## src/rtl/cpwm_pkg.sv

```systemverilog
package cpwm_pkg;
  parameter int unsigned MAX_W = 14;
  parameter int unsigned NUM_W = 4;
  localparam int unsigned SEL_W = $clog2(NUM_W);
  localparam int unsigned WID_W = $clog2(MAX_W + 1);
  localparam int unsigned SW_W  = MAX_W - 1;

  typedef logic [MAX_W-1:0] cnt_t;
  typedef logic [MAX_W:0]   ext_t;
  typedef logic [SW_W-1:0]  sw_t;
  typedef logic [SEL_W-1:0] sel_t;
  typedef logic [WID_W-1:0] wid_t;

  // active carrier width for a select code
  function automatic wid_t width_of(sel_t s);
    return wid_t'(int'(MAX_W) - int'(s));
  endfunction

  // centre count of an N-bit carrier
  function automatic ext_t mid_of(wid_t w);
    return ext_t'(1) << (w - wid_t'(1));
  endfunction

  // last count before the wrap
  function automatic ext_t top_of(wid_t w);
    return (ext_t'(1) << w) - ext_t'(1);
  endfunction

  // switch extent clamped to half a period; all ones means full half
  function automatic ext_t eff_of(sw_t v, wid_t w);
    ext_t m;
    ext_t e;
    m = mid_of(w);
    e = ext_t'(v);
    if ((&v) || (e > m)) return m;
    return e;
  endfunction

  function automatic ext_t lo_of(sw_t left, wid_t w);
    return mid_of(w) - eff_of(left, w);
  endfunction

  function automatic ext_t hi_of(sw_t right, wid_t w);
    return mid_of(w) + eff_of(right, w);
  endfunction
endpackage

```

## src/rtl/pwm_carrier.sv

```systemverilog
module pwm_carrier
  import cpwm_pkg::*;
(
  input  logic clk_i,
  input  logic rst_ni,
  input  sel_t sel_i,
  output cnt_t count_o,
  output logic wrap_o,
  output wid_t width_o
);
  cnt_t cnt_q;
  sel_t sel_q;
  wid_t width;
  logic at_top;

  assign width  = width_of(sel_q);
  assign at_top = (ext_t'(cnt_q) == top_of(width));

  always_ff @(posedge clk_i) begin
    if (!rst_ni) begin
      cnt_q <= '0;
      sel_q <= sel_i;
    end else if (at_top) begin
      cnt_q <= '0;
      sel_q <= sel_i;
    end else begin
      cnt_q <= cnt_q + cnt_t'(1);
    end
  end

  assign count_o = cnt_q;
  assign wrap_o  = at_top;
  assign width_o = width;
endmodule

```

## src/rtl/pwm_shadow.sv

```systemverilog
module pwm_shadow
  import cpwm_pkg::*;
(
  input  logic clk_i,
  input  logic rst_ni,
  input  logic load_i,
  input  sw_t  left_i,
  input  sw_t  right_i,
  output sw_t  left_o,
  output sw_t  right_o
);
  localparam int unsigned LANES = 2;
  sw_t lane_in [LANES];
  sw_t lane_q  [LANES];

  assign lane_in[0] = left_i;
  assign lane_in[1] = right_i;

  for (genvar g = 0; g < LANES; g++) begin : g_lane
    always_ff @(posedge clk_i) begin
      if (!rst_ni || load_i) lane_q[g] <= lane_in[g];
    end
  end

  assign left_o  = lane_q[0];
  assign right_o = lane_q[1];
endmodule

```

## src/rtl/pwm_compare.sv

```systemverilog
module pwm_compare
  import cpwm_pkg::*;
(
  input  logic clk_i,
  input  logic rst_ni,
  input  cnt_t count_i,
  input  wid_t width_i,
  input  sw_t  left_i,
  input  sw_t  right_i,
  output logic pwm_o,
  output logic mid_o
);
  ext_t cnt_x;
  ext_t lo_edge;
  ext_t hi_edge;
  logic in_window;
  logic past_mid;

  assign cnt_x     = ext_t'(count_i);
  assign lo_edge   = lo_of(left_i, width_i);
  assign hi_edge   = hi_of(right_i, width_i);
  assign in_window = (cnt_x >= lo_edge) && (cnt_x < hi_edge);
  assign past_mid  = (cnt_x >= mid_of(width_i));

  always_ff @(posedge clk_i) begin
    if (!rst_ni) begin
      pwm_o <= 1'b0;
      mid_o <= 1'b0;
    end else begin
      pwm_o <= in_window;
      mid_o <= past_mid;
    end
  end
endmodule

```

## src/rtl/centre_pwm.sv

```systemverilog
module centre_pwm
  import cpwm_pkg::*;
(
  input  logic                 clk_i,
  input  logic                 lock_rst_ni,
  input  logic [SEL_W-1:0]     width_sel_i,
  input  logic [SW_W-1:0]      left_i,
  input  logic [SW_W-1:0]      right_i,
  output logic                 pwm_o,
  output logic                 mid_o,
  output logic [MAX_W-1:0]     count_o
);
  cnt_t carrier_count;
  logic carrier_wrap;
  wid_t carrier_width;
  sw_t  left_sh;
  sw_t  right_sh;

  pwm_carrier u_carrier (
    .clk_i   (clk_i),
    .rst_ni  (lock_rst_ni),
    .sel_i   (width_sel_i),
    .count_o (carrier_count),
    .wrap_o  (carrier_wrap),
    .width_o (carrier_width)
  );

  pwm_shadow u_shadow (
    .clk_i   (clk_i),
    .rst_ni  (lock_rst_ni),
    .load_i  (carrier_wrap),
    .left_i  (left_i),
    .right_i (right_i),
    .left_o  (left_sh),
    .right_o (right_sh)
  );

  pwm_compare u_compare (
    .clk_i   (clk_i),
    .rst_ni  (lock_rst_ni),
    .count_i (carrier_count),
    .width_i (carrier_width),
    .left_i  (left_sh),
    .right_i (right_sh),
    .pwm_o   (pwm_o),
    .mid_o   (mid_o)
  );

  assign count_o = carrier_count;
endmodule

```

## config.mk

```make
export PLATFORM = sky130hd
export DESIGN_NAME = centre_pwm
export DESIGN_NICKNAME = d
export VERILOG_FILES = /design/src/rtl/cpwm_pkg.sv /design/src/rtl/pwm_carrier.sv /design/src/rtl/pwm_shadow.sv /design/src/rtl/pwm_compare.sv /design/src/rtl/centre_pwm.sv
export SDC_FILE = /design/constraint.sdc
export NUM_CORES = 1
export LEC_CHECK = 0
export BUFFER_PORTS_ARGS = -buffer_cell sky130_fd_sc_hd__buf_2
export CAP_MARGIN = 20
export CORE_MARGIN = 2
export CORE_UTILIZATION = 55
export DETAILED_ROUTE_END_ITERATION = 8
export PLACE_DENSITY = 0.76
export SETUP_SLACK_MARGIN = 0.3
export SLEW_MARGIN = 10
export SYNTH_ARGS = -nofsm -noshare
export SYNTH_HDL_FRONTEND = slang
export SYNTH_SLANG_ARGS = --single-unit
```

## constraint.sdc

```tcl
create_clock -name clk_i -period 7.15 [get_ports clk_i]
set_input_delay 1.43 -clock clk_i [delete_from_list [all_inputs] [get_ports clk_i]]
set_output_delay 1.43 -clock clk_i [all_outputs]
set_load 0.005 [all_outputs]
```

==> results of run 1 <==
-- cell type report --
| type | instances | area [µm²] |
|---|---|---|
| Multi-Input combinational cell | 436 | 3370 |
| Timing Repair Buffer | 52 | 302 |
| Clock buffer | 5 | 68.8 |
| Clock inverter | 3 | 18.8 |
| Sequential cell | 44 | 1160 |
| Tap cell | 105 | 131 |
| Fill cell | 705 | 3030 |
| Inverter | 34 | 128 |
-- stage by stage --
stage	cell area (µm²)	power, mW	worst slack (ns)	instances	util
after floorplan	4660	0.492	1.30	521	-
after global placement	5010	0.552	0.345	666	0.610
after detailed placement	5040	0.561	0.255	667	0.613
after CTS	5130	0.725	0.468	675	0.624
after global routing	5180	0.772	0.317	679	0.631
final	5180	0.731	0.777	679	0.631
-- cell families after synthesis --
| group | Yosys count | synth area share |
|---|---|---|
| XOR/XNOR | 39 | 0.0748 |
| adder cells (fa/ha/maj) | 92 | 0.250 |
| buffers and inverters | 41 | 0.0351 |
| flip-flops | 44 | 0.249 |
| AO/OA/AOI/OAI | 122 | 0.178 |
| AND/OR/NAND/NOR | 170 | 0.185 |
| multiplexers | 13 | 0.0282 |
-- what timing repair did --
item / 4_1_cts / 5_1_grt
buffers inserted: 0 / 4
gates resized for setup: 1 / 6
endpoints found under the setup margin: 1 / 1
endpoints found under the hold margin: 0 / 0
-- registers in the layout, indices dropped and copies added (netlist names) --
name	cells
u_shadow.lane_q	26
u_carrier.sel_q	2
u_compare.mid_o	1
u_carrier.count_o	14
u_compare.pwm_o	1
-- cell usage after synthesis (4+ instances only) --
master	instances	area (µm²)
a21o_1	9	67.6
a21oi_1	28	140
a31oi_1	7	43.8
and2_1	4	25.0
and3_1	6	37.5
dfxtp_1	16	320
edfxtp_1	28	841
ha_1	90	1130
inv_1	29	109
inv_2	5	18.8
mux2i_1	12	120
nand2_1	45	169
nand2b_1	8	50.1
nand3_1	13	65.1
nand4_1	13	81.3
nor2_1	42	158
nor2b_1	7	43.8
nor3_1	11	55.1
nor4_1	6	37.5
o211ai_1	6	45.0
o21a_1	9	67.6
o21ai_0	22	110
o21ai_1	9	45.0
o21bai_1	4	30.0
xnor2_1	18	158
xor2_1	20	175
-- critical path, delay by kind of cell (launching register included) --
family / cells / cell delay, ns
compound gates: 16 / 2.96
fa+ha+maj: 4 / 1.24
simple gates: 6 / 0.98
buf+inv: 3 / 0.53
flops: 1 / 0.46
xor+xnor: 1 / 0.10
-- per-layer routing --
layer / track usage / vias to the layer above / share of wire
met5: 0 / - / 0
met4: 0.0976 / 0 / 0.033
met3: 0.0329 / 34 / 0.047
met2: 0.468 / 149 / 0.47
met1: 0.346 / 1969 / 0.45
li1: - / 2021 / -
-- worst paths after layout --
path | slack, ns | startpoint | cells after the start | to
worst max register to register | 0.78 | u_carrier.sel_q[1]$_DFFE_PP_ | 30 | u_compare.pwm_o$_SDFF_PN0_
worst min-delay path | 0.60 | u_carrier.count_o[0]$_SDFF_PP0_ | 1 | u_carrier.count_o[0]$_SDFF_PP0_
worst max-delay path | 0.78 | u_carrier.sel_q[1]$_DFFE_PP_ | 30 | u_compare.pwm_o$_SDFF_PN0_
worst min register to register | 0.60 | u_carrier.count_o[0]$_SDFF_PP0_ | 1 | u_carrier.count_o[0]$_SDFF_PP0_
-- report_power, final --
part           switching (mW)  internal, mW
Clock                  0.0999        0.0678
Sequential             0.0139         0.282
Combinational           0.150         0.117
==> results.md, run 1 <==
* Status: completed
* Die height at a little under 100 µm
* Total track usage at 0.271
* # clock sinks at 44
* Max Cap Viol at 0
* Commonest non-fill, non-tap cells in the layout: ha_1, buf_2, nand2_1
* RSZ-0062 raised after global routing: false
* Via-per-instance ratio at 6.15
* CP Data Required Time at about 7.4 ns
* CTS buffer count at 5
* CTS tree: yes
* Mean post-synth cell area at 8.95 µm²
* Die span in x at 96.1 µm
* Hold Path Class: reg -> reg
* Commonest non-fill, non-tap cell in the layout: ha_1
* FMAX at 0.157 GHz
* Hold buffer count at cts at 0
* Crit path max-delay cell type: edfxtp_1
* Root Buffer: clkbuf_8
* Final hold vios at 0
* Clk slew on worst S/H paths at roughly 0.11 ns
* Distinct cells, synth at a little over 60
* Setup crit end kind: register
* Post-synthesis register bit count at 44
* Yosys warns at 0
* DP Wirelength at ~9.7 mm
* GR Overflow Total at 0
* Global-route wire length before repair at just under 20 mm
* CP most frequent cell: a21oi_1
* Clock Tree Buf Depth at 2
* Synth Flop Type: edfxtp_1
* Crit Path Max Fanout at 27
* # IOs at 46
* N_diodes at 0
* Pwr dens at 141 mW/mm²
* Routed len/inst at 17.6 µm
* Rows at 33
* Slew HR at 0.555
* Syn Inst Count at 521
* Seq/Total Area, Yosys at 0.249
* Worst-margin pin slew at ~0.66 ns
* Syn_nets at 643
* Hold WS at 0.596 ns
* Worst Setup Start Kind: register
* CP peak stage delay at 0.46 ns
* Clock skew at approximately 0.026 ns
* Starting Density at 0.568
* Nets at between 600 and 700
* H-tree depth at 2
* First-pass detailed-route iteration total at 5
* Worst skew pair latency at 0.32 ns
* Antenna viol nets, final at 0
* Number of global-route vias before repair at 4064
* Largest net degree at the start of global routing at 28
* Remaining DRCs at 0
* Crit path time final at 6.37 ns
* Async SR Flop Fraction at 0
* Tcrit/Tclk final at 0.891
* Synthesized area at 0.00466 mm²
* Crit Path Category: reg -> reg
* IO Port Bufs at 45
* Die area at 0.00923 mm²
* Share of post-route cells with drive strength above 1 at 0.148
* Post-synth EDFFs at 28
* VDD IR max at 90.0 µV
* Leakage at around 2.4 nW
* Gp weighted congestion at between 0.9 and 1
* Worst EP arrival at 6.60 ns
* Sum Neg Setup Slack at 0 ns
* Via count at about 4200
* Slew Viols, Final at 0
* Final setup viols at 0
* Total routed wirelength at 12.0 mm
* Drt initial violations at approximately 240
* Antenna violations before repair at 0
* Core area at 0.00822 mm²
* Layout area overhead at 11.1%
No activity file was read; power rests on OpenSTA's default activity.
==> run 2: changes to the inputs <==
--- a/config.mk
+++ b/config.mk
@@ -8,9 +8,9 @@
 export BUFFER_PORTS_ARGS = -buffer_cell sky130_fd_sc_hd__buf_2
 export CAP_MARGIN = 20
 export CORE_MARGIN = 2
-export CORE_UTILIZATION = 55
+export CORE_UTILIZATION = 61
 export DETAILED_ROUTE_END_ITERATION = 8
-export PLACE_DENSITY = 0.76
+export PLACE_DENSITY = 0.83
 export SETUP_SLACK_MARGIN = 0.3
 export SLEW_MARGIN = 10
 export SYNTH_ARGS = -nofsm -noshare
==> run 2 against run 1 <==
Net effect:
- register-to-register slack got worse by 0.02 ns
- routed wire length rose by 3.0%
- die area fell by 9.4%
- power rose by 5.3%
- cell count fell by 0.74%
- via count rose by 2.9%
- worst hold slack got worse by 0.059 ns
- clock skew fell by 0.0083 ns
- global-route usage rose by 2.0 points
- flip-flop and latch count did not move
- utilization rose by 8.2 points
- non-clock buffer count rose by 1
- critical path type unchanged
- largest cell class unchanged
==> results.md, run 2 (synthesis gave the netlist of run 1 again) <==
* VDD IR max at 113 µV (+25%)
* Leakage at 2.39 nW (+0.83%)
* GR Overflow Total at 0 (unchanged)
* Total routed wirelength at 12.3 mm (+3.0%)
* Worst Setup Start Kind: register
* Share of post-route cells with drive strength above 1 at 0.155 (+0.00670)
* Rows at 31 (-6.1%)
* Storage element area at 0.00116 mm² (unchanged)
* Gp weighted congestion at 1.02 (+4.9%)
* # IOs at 46 (unchanged)
* Hold buffer count at cts at 0 (unchanged)
* Global-route wire length before repair at 19.3 mm (+0.21%)
* Total track usage at 0.290 (+0.0196)
* Setup crit end kind: register
* Commonest non-fill, non-tap cell in the layout: ha_1
* Met3 WL post-DR at 998 µm (+77%)
* Slew HR at 0.560 (+0.00442)
* DP Wirelength at 9.73 mm (+0.66%)
* Via-per-instance ratio at 6.37 (+3.7%)
* Starting Density at 0.636 (+0.0686)
* Number of global-route vias before repair at 4021 (-1.1%)
* Hold WS at 0.537 ns (-0.0589 ns)
* Drt initial violations at 383 (+62%)
* Clock skew at 0.0176 ns (-0.00830 ns)
* N_diodes at 0 (unchanged)
* Met1 Wirelength at 5.08 mm (-5.8%)
* Commonest non-fill, non-tap cells in the layout: ha_1, buf_2, nand2_1
* Worst-margin pin slew at 0.656 ns (-0.00852 ns)
* Top delay family on crit path: compound AO/OA/AOI/OAI gates
* Worst skew pair latency at 0.31 ns (about the same)
* Final setup viols at 0 (unchanged)
* Hold Path Class: reg -> reg
* Crit Path Max Fanout at 14 (-48%)
* Remaining DRCs at 0 (unchanged)
* RSZ-0062 raised after global routing: false
* Final hold vios at 0 (unchanged)
* First-pass detailed-route iteration total at 5 (unchanged)
* CP Data Required Time at 7.37 ns (about the same)
* CTS tree: yes
* CP peak stage delay at 0.53 ns (+0.07 ns)
* Layout area overhead at 12.0%
* CP bufs+invs at 3 (unchanged)
* DR WL met2 at 5.74 mm (+1.9%)
* Core area at 0.00733 mm² (-11%)
* Worst EP arrival at 6.61 ns (about the same)
* DR top layer: met4
* Routed len/inst at 18.3 µm (+3.8%)
* Top reg by flops: u_shadow.lane_q
* Largest register FFs at 26 (unchanged)
* Antenna violations before repair at 0 (unchanged)
* Sum Neg Setup Slack at 0 ns (unchanged)
* FMAX at 0.156 GHz (-0.30%)
* H-tree depth at 2 (unchanged)
* Crit path time final at 6.39 ns (+0.0191 ns)
* Crit Path Category: reg -> reg
* Nets at 696 (+0.14%)
* Multi-input gate area at 0.00341 mm² (+0.96%)
* Root Buffer: clkbuf_8
* Max Cap Viol at 0 (unchanged)
* Via count at 4294 (+2.9%)
* Slew Viols, Final at 0 (unchanged)
* Pwr dens at 147 mW/mm² (+4.4%)
* Antenna viol nets, final at 0 (unchanged)
* Die height at 91.4 µm (-4.8%)
* Tcrit/Tclk final at 0.894 (+0.00267)
* Clk slew on worst S/H paths at 0.10 ns (about the same)
* Die span in x at 91.4 µm (-4.8%)
* # clock sinks at 44 (unchanged)
* Crit path max-delay cell type: edfxtp_1
* CTS buffer count at 5 (unchanged)
* Largest net degree at the start of global routing at 42 (+50%)
* Die area at 0.00836 mm² (-9.4%)
* Status: completed
* CP most frequent cell: ha_1
* Fillers at 543 (-23%)
* IO Port Bufs at 45 (unchanged)
* Clock Tree Buf Depth at 2 (unchanged)
-- run 2: per-layer routing --
layer	vias up	track usage
met1	1974	0.371
met2	232	0.476
met5	-	0
li1	2040	-
met3	48	0.0415
met4	0	0.146
-- run 2: worst paths after layout --
path / start / endpoint / slack, ns / depth (start not counted)
min reg2reg: u_carrier.count_o[0]$_SDFF_PP0_ / u_carrier.count_o[0]$_SDFF_PP0_ / 0.54 / 1
max reg2reg: u_carrier.sel_q[0]$_DFFE_PP_ / u_compare.pwm_o$_SDFF_PN0_ / 0.76 / 30
max: u_carrier.sel_q[0]$_DFFE_PP_ / u_compare.pwm_o$_SDFF_PN0_ / 0.76 / 30
min: u_carrier.count_o[0]$_SDFF_PP0_ / u_carrier.count_o[0]$_SDFF_PP0_ / 0.54 / 1
-- run 2: timing repair --
action	CTS	global route
endpoints found under the setup margin	1	1
buffers inserted	0	4
gates cloned	0	1
resized for setup	1	11
pin swaps	0	2
-- run 2: final cells by class --
class	count	area share
Tap cell	99	0.0237
Clock inverter	2	0.00670
Timing Repair Buffer	53	0.0572
Clock buffer	6	0.0139
Sequential cell	44	0.222
Multi-Input combinational cell	436	0.652
Inverter	34	0.0244
-- run 2: per-stage QoR --
stage / total power, mW / cell area (µm²) / utilization / std cells / worst slack, ns
after floorplan: 0.492 / 4660 / - / 521 / 1.30
after global placement: 0.551 / 5000 / 0.683 / 660 / 0.543
after detailed placement: 0.563 / 5000 / 0.683 / 660 / 0.252
after CTS: 0.753 / 5110 / 0.698 / 668 / 0.462
after global routing: 0.804 / 5230 / 0.713 / 674 / 0.213
final: 0.770 / 5230 / 0.713 / 674 / 0.757
-- run 2: worst register-to-register path: cells and delay by family (launching register included) --
family / cells / cell delay, ns
buf+inv: 3 / 0.40
simple gates: 8 / 1.23
xor+xnor: 1 / 0.16
compound gates: 13 / 2.31
fa+ha+maj: 5 / 1.67
flops: 1 / 0.53
-- run 2: where the power goes --
group | internal, mW | switching (mW)
clock | 0.104 | 0.0915
combinational | 0.121 | 0.158
sequential | 0.282 | 0.0133
